## src/rtl/mbx_seq_pkg.sv

```systemverilog
package mbx_seq_pkg;
    typedef enum logic [2:0] {
        S_IDLE, S_WCHUNK, S_PREP, S_FIRE, S_POLL, S_RCHUNK, S_FINISH
    } seq_state_e;

    typedef enum logic [1:0] {
        ERR_NONE = 2'd0, ERR_XFER = 2'd1, ERR_TIMEOUT = 2'd2, ERR_STATUS = 2'd3
    } seq_err_e;

    localparam logic [31:0] CIR_BASE   = 32'h0007_2000;
    localparam logic [31:0] CIR_CTRL   = CIR_BASE + 32'h18;
    localparam int          GO_BIT     = 23;
    localparam int          IMM_BIT    = 12;
    localparam int          PREP_BYTES = 28;
    localparam int          WORD_BYTES = 4;
    localparam int          HDR_BYTES  = 16;
    localparam int          FIELD_W    = 11;
endpackage

```

## src/rtl/mbx_chunker.sv

```systemverilog
module mbx_chunker #(
    parameter int unsigned LEN_W     = 14,
    parameter int unsigned CHUNK_MAX = 32,
    parameter int unsigned CW        = 6
) (
    input  logic [15:0]      hdr_word,
    input  logic [LEN_W-1:0] remain,
    output logic [LEN_W-1:0] pay_len,
    output logic [CW-1:0]    chunk_len
);
    import mbx_seq_pkg::*;

    logic [4:0] unused_hdr;
    assign unused_hdr = hdr_word[15:FIELD_W];

    // Length in bytes: word count times four, plus the fixed header.
    assign pay_len   = LEN_W'({hdr_word[FIELD_W-1:0], 2'b00}) + LEN_W'(HDR_BYTES);
    assign chunk_len = (remain > LEN_W'(CHUNK_MAX)) ? CW'(CHUNK_MAX) : CW'(remain);
endmodule

```

## src/rtl/mbx_retry.sv

```systemverilog
module mbx_retry #(
    parameter longint unsigned LIM     = 1,
    parameter int unsigned     RETRIES = 5
) (
    input  logic clk,
    input  logic rst_n,
    input  logic clr,
    input  logic fail,
    output logic may_retry
);
    localparam int TMR_W = $clog2(LIM + 2);
    localparam int RC_W  = $clog2(RETRIES + 1);

    typedef struct packed {
        logic [TMR_W-1:0] tmr;
        logic [RC_W-1:0]  extra;
    } rt_t;

    rt_t  d, q;
    logic expired;

    assign expired   = (q.tmr >= TMR_W'(LIM));
    assign may_retry = !expired || (q.extra < RC_W'(RETRIES));

    always_comb begin
        d = q;
        if (clr) begin
            d = '0;
        end else begin
            if (!expired) d.tmr = q.tmr + 1'b1;
            if (fail && expired && (q.extra < RC_W'(RETRIES))) d.extra = q.extra + 1'b1;
        end
    end

    always_ff @(posedge clk) begin
        if (!rst_n) q <= '0;
        else        q <= d;
    end

    // extra attempts are spent only after the timer has run out
    assert_no_early_spend_R8: assert property (@(posedge clk) disable iff (!rst_n)
        (fail && !clr && !expired) |=> (q.extra == $past(q.extra)));
endmodule

```

## src/rtl/mbx_cmd_seq.sv

```systemverilog
module mbx_cmd_seq #(
    parameter int unsigned CLK_KHZ    = 250000,
    parameter int unsigned TIMEOUT_MS = 5000,
    parameter int unsigned RETRIES    = 5,
    parameter int unsigned CHUNK_MAX  = 32,
    parameter int unsigned OFF_W      = 20,
    parameter int unsigned OPC_W      = 12,
    localparam int unsigned CW        = $clog2(CHUNK_MAX + 1),
    localparam int unsigned LEN_W     = mbx_seq_pkg::FIELD_W + 3
) (
    input  logic             clk,
    input  logic             rst_n,
    input  logic             start,
    input  logic             imm,
    input  logic             rd_out,
    input  logic [OPC_W-1:0] opcode,
    input  logic [15:0]      hdr_word,
    input  logic [OFF_W-1:0] in_off,
    input  logic [OFF_W-1:0] out_off,
    output logic             busy,
    output logic             done,
    output logic [1:0]       err,
    output logic [7:0]       status,
    output logic             tx_req,
    output logic             tx_rnw,
    output logic [31:0]      tx_addr,
    output logic [CW-1:0]    tx_len,
    output logic             tx_from_buf,
    output logic [LEN_W-1:0] tx_buf_off,
    output logic [31:0]      tx_wdata,
    input  logic             tx_done,
    input  logic             tx_err,
    input  logic [31:0]      tx_rdata
);
    import mbx_seq_pkg::*;

    // Timeout in cycles; the defaults give five seconds at 250 MHz.
    localparam longint unsigned LIM_CYC = 64'(CLK_KHZ) * 64'(TIMEOUT_MS);

    typedef struct packed {
        seq_state_e       state;
        logic             gap;
        logic             imm;
        logic             rdo;
        logic [OPC_W-1:0] opc;
        logic [OFF_W-1:0] ioff;
        logic [OFF_W-1:0] ooff;
        logic [LEN_W-1:0] len;
        logic [LEN_W-1:0] remain;
        seq_err_e         err;
        logic [7:0]       status;
    } seq_t;

    seq_t d, q;

    logic [LEN_W-1:0] pay_len, moved;
    logic [CW-1:0]    chunk_len;
    logic             r_clr, r_fail, may_retry, xfer_end, in_xfer;
    logic [31:0]      cmd_word;
    logic [22:0]      unused_rdata;

    assign unused_rdata = tx_rdata[22:0];

    mbx_chunker #(.LEN_W(LEN_W), .CHUNK_MAX(CHUNK_MAX), .CW(CW)) u_chunk (
        .hdr_word (hdr_word),
        .remain   (q.remain),
        .pay_len  (pay_len),
        .chunk_len(chunk_len)
    );

    mbx_retry #(.LIM(LIM_CYC), .RETRIES(RETRIES)) u_retry (
        .clk      (clk),
        .rst_n    (rst_n),
        .clr      (r_clr),
        .fail     (r_fail),
        .may_retry(may_retry)
    );

    assign in_xfer  = (q.state == S_WCHUNK) || (q.state == S_PREP) || (q.state == S_FIRE) ||
                      (q.state == S_POLL)   || (q.state == S_RCHUNK);
    assign tx_req   = in_xfer && !q.gap;
    assign xfer_end = tx_req && tx_done;
    assign moved    = q.len - q.remain;
    assign cmd_word = 32'(q.opc) | (32'(q.imm) << IMM_BIT);

    always_comb begin
        d      = q;
        d.gap  = 1'b0;
        r_clr  = 1'b0;
        r_fail = 1'b0;
        unique case (q.state)
            S_IDLE: if (start) begin
                d.imm    = imm;
                d.rdo    = rd_out;
                d.opc    = opcode;
                d.ioff   = in_off;
                d.ooff   = out_off;
                d.len    = pay_len;
                d.remain = pay_len;
                d.err    = ERR_NONE;
                d.status = '0;
                r_clr    = 1'b1;
                d.state  = imm ? S_PREP : S_WCHUNK;
            end
            S_WCHUNK, S_RCHUNK: if (xfer_end) begin
                d.gap = 1'b1;
                if (!tx_err) begin
                    d.remain = q.remain - LEN_W'(chunk_len);
                    r_clr    = 1'b1;
                    if (q.remain == LEN_W'(chunk_len))
                        d.state = (q.state == S_WCHUNK) ? S_PREP : S_FINISH;
                end else begin
                    r_fail = 1'b1;
                    if (!may_retry) begin
                        d.err   = ERR_XFER;
                        d.state = S_FINISH;
                    end
                end
            end
            S_PREP, S_FIRE: if (xfer_end) begin
                d.gap = 1'b1;
                if (tx_err) begin
                    d.err   = ERR_XFER;
                    d.state = S_FINISH;
                end else if (q.state == S_PREP) begin
                    d.state = S_FIRE;
                end else begin
                    r_clr   = 1'b1;
                    d.state = S_POLL;
                end
            end
            S_POLL: if (xfer_end) begin
                d.gap = 1'b1;
                if (!tx_err && !tx_rdata[GO_BIT]) begin
                    d.status = tx_rdata[31:24];
                    r_clr    = 1'b1;
                    if (tx_rdata[31:24] != 8'd0) begin
                        d.err   = ERR_STATUS;
                        d.state = S_FINISH;
                    end else if (q.imm || !q.rdo) begin
                        d.state = S_FINISH;
                    end else begin
                        d.remain = q.len;
                        d.state  = S_RCHUNK;
                    end
                end else begin
                    r_fail = 1'b1;
                    if (!may_retry) begin
                        d.err   = ERR_TIMEOUT;
                        d.state = S_FINISH;
                    end
                end
            end
            S_FINISH: d.state = S_IDLE;
            default:  d.state = S_IDLE;
        endcase
    end

    always_ff @(posedge clk) begin
        if (!rst_n) q <= '0;
        else        q <= d;
    end

    always_comb begin
        tx_rnw      = (q.state == S_POLL) || (q.state == S_RCHUNK);
        tx_from_buf = (q.state == S_WCHUNK) || (q.state == S_RCHUNK);
        tx_buf_off  = moved;
        tx_wdata    = '0;
        tx_len      = CW'(WORD_BYTES);
        tx_addr     = CIR_CTRL;
        unique case (q.state)
            S_WCHUNK: begin tx_len = chunk_len; tx_addr = 32'(q.ioff) + 32'(moved); end
            S_RCHUNK: begin tx_len = chunk_len; tx_addr = 32'(q.ooff) + 32'(moved); end
            S_PREP:   begin tx_len = CW'(PREP_BYTES); tx_addr = CIR_BASE; tx_wdata = cmd_word; end
            S_FIRE:   tx_wdata = cmd_word | (32'd1 << GO_BIT);
            default:  ;
        endcase
    end

    assign busy   = (q.state != S_IDLE);
    assign done   = (q.state == S_FINISH);
    assign err    = q.err;
    assign status = q.status;

    // an open request holds its fields until the master answers
    assert_req_hold_R11: assert property (@(posedge clk) disable iff (!rst_n)
        (tx_req && !tx_done) |=> (tx_req && $stable(tx_addr) && $stable(tx_len) && $stable(tx_rnw)));
    // one idle cycle after each completed transfer
    assert_gap_R11: assert property (@(posedge clk) disable iff (!rst_n)
        (tx_req && tx_done) |=> !tx_req);
    // chunk sizes stay within one block
    assert_chunk_bound_R2: assert property (@(posedge clk) disable iff (!rst_n)
        (tx_req && tx_from_buf) |-> (tx_len != '0 && tx_len <= CW'(CHUNK_MAX)));
    // done returns the block to idle
    assert_done_ends_R10: assert property (@(posedge clk) disable iff (!rst_n)
        done |=> !busy);
    // no transfer while idle
    assert_idle_quiet_R10: assert property (@(posedge clk) disable iff (!rst_n)
        !busy |-> !tx_req);
    // a status error carries a nonzero status, a clean end a zero one
    assert_status_err_R5: assert property (@(posedge clk) disable iff (!rst_n)
        done |-> ((err == ERR_STATUS) == (status != 8'd0)));
endmodule

```

## config.mk

```make
export PLATFORM = sky130hd
export DESIGN_NAME = mbx_cmd_seq
export DESIGN_NICKNAME = d
export VERILOG_FILES = /design/src/rtl/mbx_seq_pkg.sv /design/src/rtl/mbx_chunker.sv /design/src/rtl/mbx_retry.sv /design/src/rtl/mbx_cmd_seq.sv
export SDC_FILE = /design/constraint.sdc
export NUM_CORES = 1
export LEC_CHECK = 0
export BUFFER_PORTS_ARGS = -buffer_cell sky130_fd_sc_hd__buf_2
export CAP_MARGIN = 20
export CORE_MARGIN = 2
export CORE_UTILIZATION = 30
export DETAILED_ROUTE_END_ITERATION = 10
export PLACE_DENSITY = 0.49
export SLEW_MARGIN = 20
export SYNTH_ARGS = -nofsm -noshare
export SYNTH_HDL_FRONTEND = slang
export SYNTH_SLANG_ARGS = --single-unit
```

## constraint.sdc

```tcl
create_clock -name clk -period 11.4 [get_ports clk]
set_input_delay 0.57 -clock clk [delete_from_list [all_inputs] [get_ports clk]]
set_output_delay 0.57 -clock clk [all_outputs]
set_load 0.02 [all_outputs]
```

==> impl_metrics.ini <==
[outcome]
status = finished, final reports clean

[worst_setup_path]
r2r-start = q[11]
end_kind = output port
arrival_ns = 5.22
cp_max_fo = 26
crit_required_ns = 10.83
cp-start-kind = register
crit_start = q[94]
path_class = reg2out

[synthesis]
synth.largest_area_cell = dfxtp_1
synth_edf_count = 0
syn-cell-area_mm2 = 0.00807
synth_flop_cell = dfxtp_1
synth_top_area_share_pct = 31.7
ys_seq_area_share_pct = 31.7
yosysWarnings = 0
syn_inst = 1076
ys_ff_latch = 128
syn_area_per_cell_um2 = 7.50
ys_top_cells_by_count = nand2_1, dfxtp_1, nor2_1, a21oi_1, clkbuf_1
synth_cell_types = 71
yosysMostFrequentCell = nand2_1
ys_top_cells_by_area = dfxtp_1, nand2_1, a21oi_1
async_flop_share_pct = 0

[die]
coreArea_mm2 = 0.0267
rows = 60
fp.dieH_um = 168
io_pins = 206
start_util_pct = 30.3
die_w_um = 168
die_area_mm2 = 0.0282

[grt]
grt_pass1_vias = 7267
grt_pass1_wl_um = 39900
antenna_found_initial = 5
grt_max_degree = 86
grt_use_total_pct = 17.7
overflow = 0

[detailed_routing]
route.met2.wl_um = 11100
drt_pass1_iterations = 5
maxUsedRoutingLayer = met5
wl_per_cell_um = 16.3
route.detailed.drc = 0
wl_um = 25100
drt-initial-drc-count = 400
wl_met1_um = 12100
ant_nets = 0
detail_route.vias_per_cell = 5.02
dr_wl_met3_um = 1490
vias = 7753

[clock_tree]
cts_buffer_depth = 2
tritoncts = built
cts_buffers = 17
cts_root_buf = clkbuf_16
clock_latency_ns = 0.43
post_cts_buffers = 0
path_clk_slew_ns = 0.06
cts_resized = 0
htree_levels = 4
hold_buffers = 0
clock_sinks = 128

[sta]
rsz0062_at_grt = false
relSlewSlack_pct = 31.9
hold_viol_final = 0
final.period_utilization_pct = 50.8
max_freq_mhz = 173
skew_ns = 0.0170
drv_slew = 0
setup_tns_ns = 0
finalSetupViolCount = 0
fin_crit_ns = 5.79
tightestPinTransition_ns = 1.02

[worst_hold_path]
hp-start = opcode[10]
hold_path_class = in2reg

[pwr]
vdd_drop_max_mv = 0.125
powerDensity_mw_per_mm2 = 271
leakage_uw = 0.00378

[placement]
gp_congestion = 0.829
hpwl_um = 18100
dp_cells = 1508
io_buffers = 148

[job]
cap_violations = 0

[layout]
final-instance-count-excl-fill = 1544
drive_above_1_share_pct = 19.2
fillers = 2874
finalNetCount = 1325
area_growth_pct = 18.1
[area by class of cell]
| cell class | instances | area (µm²) | share of cell area (%) |
|---|---|---|---|
| Timing Repair Buffer | 160 | 831 | 8.72 |
| Clock buffer | 18 | 439 | 4.61 |
| Clock inverter | 14 | 146 | 1.54 |
| Multi-Input combinational cell | 846 | 4990 | 52.4 |
| Antenna cell | 4 | 10.0 | 0.105 |
| Sequential cell | 128 | 2560 | 26.9 |
| Tap cell | 341 | 427 | 4.48 |
| Inverter | 33 | 124 | 1.30 |
[registers in the layout, summed over array words and instances, names as in the netlist]
name	cells
err	2
q	84
status	8
u_retry.q	34
[critical path: stages, from the launching register on]
cell,delay (ns)
dfxtp_1,0.82
nand2b_1,0.19
buf_4,0.34
inv_1,0.10
nand2_1,0.67
mux2_2,0.37
ha_1,0.20
inv_1,0.06
fa_1,0.38
nand2b_1,0.20
a2111oi_0,0.37
or2_2,0.25
o211ai_1,0.18
o21a_1,0.22
o21ai_0,0.23
buf_2,0.21
[worst paths after layout]
kind	end	slack (ns)	cells after the start
worst max-delay path	tx_addr[18]	5.61	15
worst min-delay path	q[88]	0.37	3
worst max register to register	q[22]	8.12	12
worst min register to register	q[88]	0.45	2
[metal layers]
metal	vias to the layer above	global-route usage [%]
li1	3916	-
met1	3596	24.6
met2	213	26.9
met3	26	4.35
met4	2	5.82
met5	-	0
[where the power goes]
part	internal, µW	leakage [µW]	switching [µW]	total, µW
clock network	314	0.000283	233	547
logic	521	0.00245	925	1450
registers	515	0.00104	76.3	591
total	1350	0.00378	1230	2580
[metrics by stage]
stage                     utilization [%]  total power (µW)  hold slack (ns)  setup slack (ns)  instance area, µm²
final                                35.8              2580            0.373              5.61                9530
after global placement               33.5              2040            0.439              6.00                8930
after detailed placement             33.5              2050            0.444              6.03                8930
after floorplan                         -              1650            0.432              6.84                8180
after global routing                 35.7              2790            0.364              5.22                9530
after CTS                            35.7              2610            0.359              5.55                9520
[placed cells by master (no fill, tap or decap), types with 4 or more instances in the layout]
master / instances
nand4_1: 16
a31oi_1: 7
clkbuf_16: 17
or2_2: 5
ha_1: 31
xor2_1: 17
dfxtp_1: 128
nor4_1: 19
nand2b_1: 11
o2bb2ai_1: 4
o21a_1: 4
o21ai_0: 33
o211ai_1: 7
mux2i_1: 9
xnor2_1: 43
a21oi_1: 112
diode_2: 4
mux2_2: 18
nand3_1: 34
buf_4: 12
and3_1: 4
buf_2: 148
o32ai_1: 5
and2_1: 15
nand2_1: 174
conb_1: 30
or4_1: 4
inv_6: 6
nor2b_1: 7
nor3_1: 25
a211oi_1: 12
nor2_1: 120
a22oi_1: 11
inv_1: 32
o22ai_1: 4
o21bai_1: 4
a21o_1: 6
[kinds of logic (layout without fill, tap and decap cells)]
family | after synthesis | after routing | share of synthesized area [%]
AOI/OAI and AO/OA | 242 | 242 | 18.7
xor gates and xnor gates | 60 | 60 | 6.51
adders and majority gates | 32 | 32 | 5.05
buffers and inverters | 130 | 225 | 8.01
DFF | 128 | 128 | 31.7
muxes | 28 | 28 | 3.77
other | 2 | 34 | 0.0930
and+or+nand+nor | 454 | 454 | 26.2
Note: power is estimated with default switching activity, not from simulation.
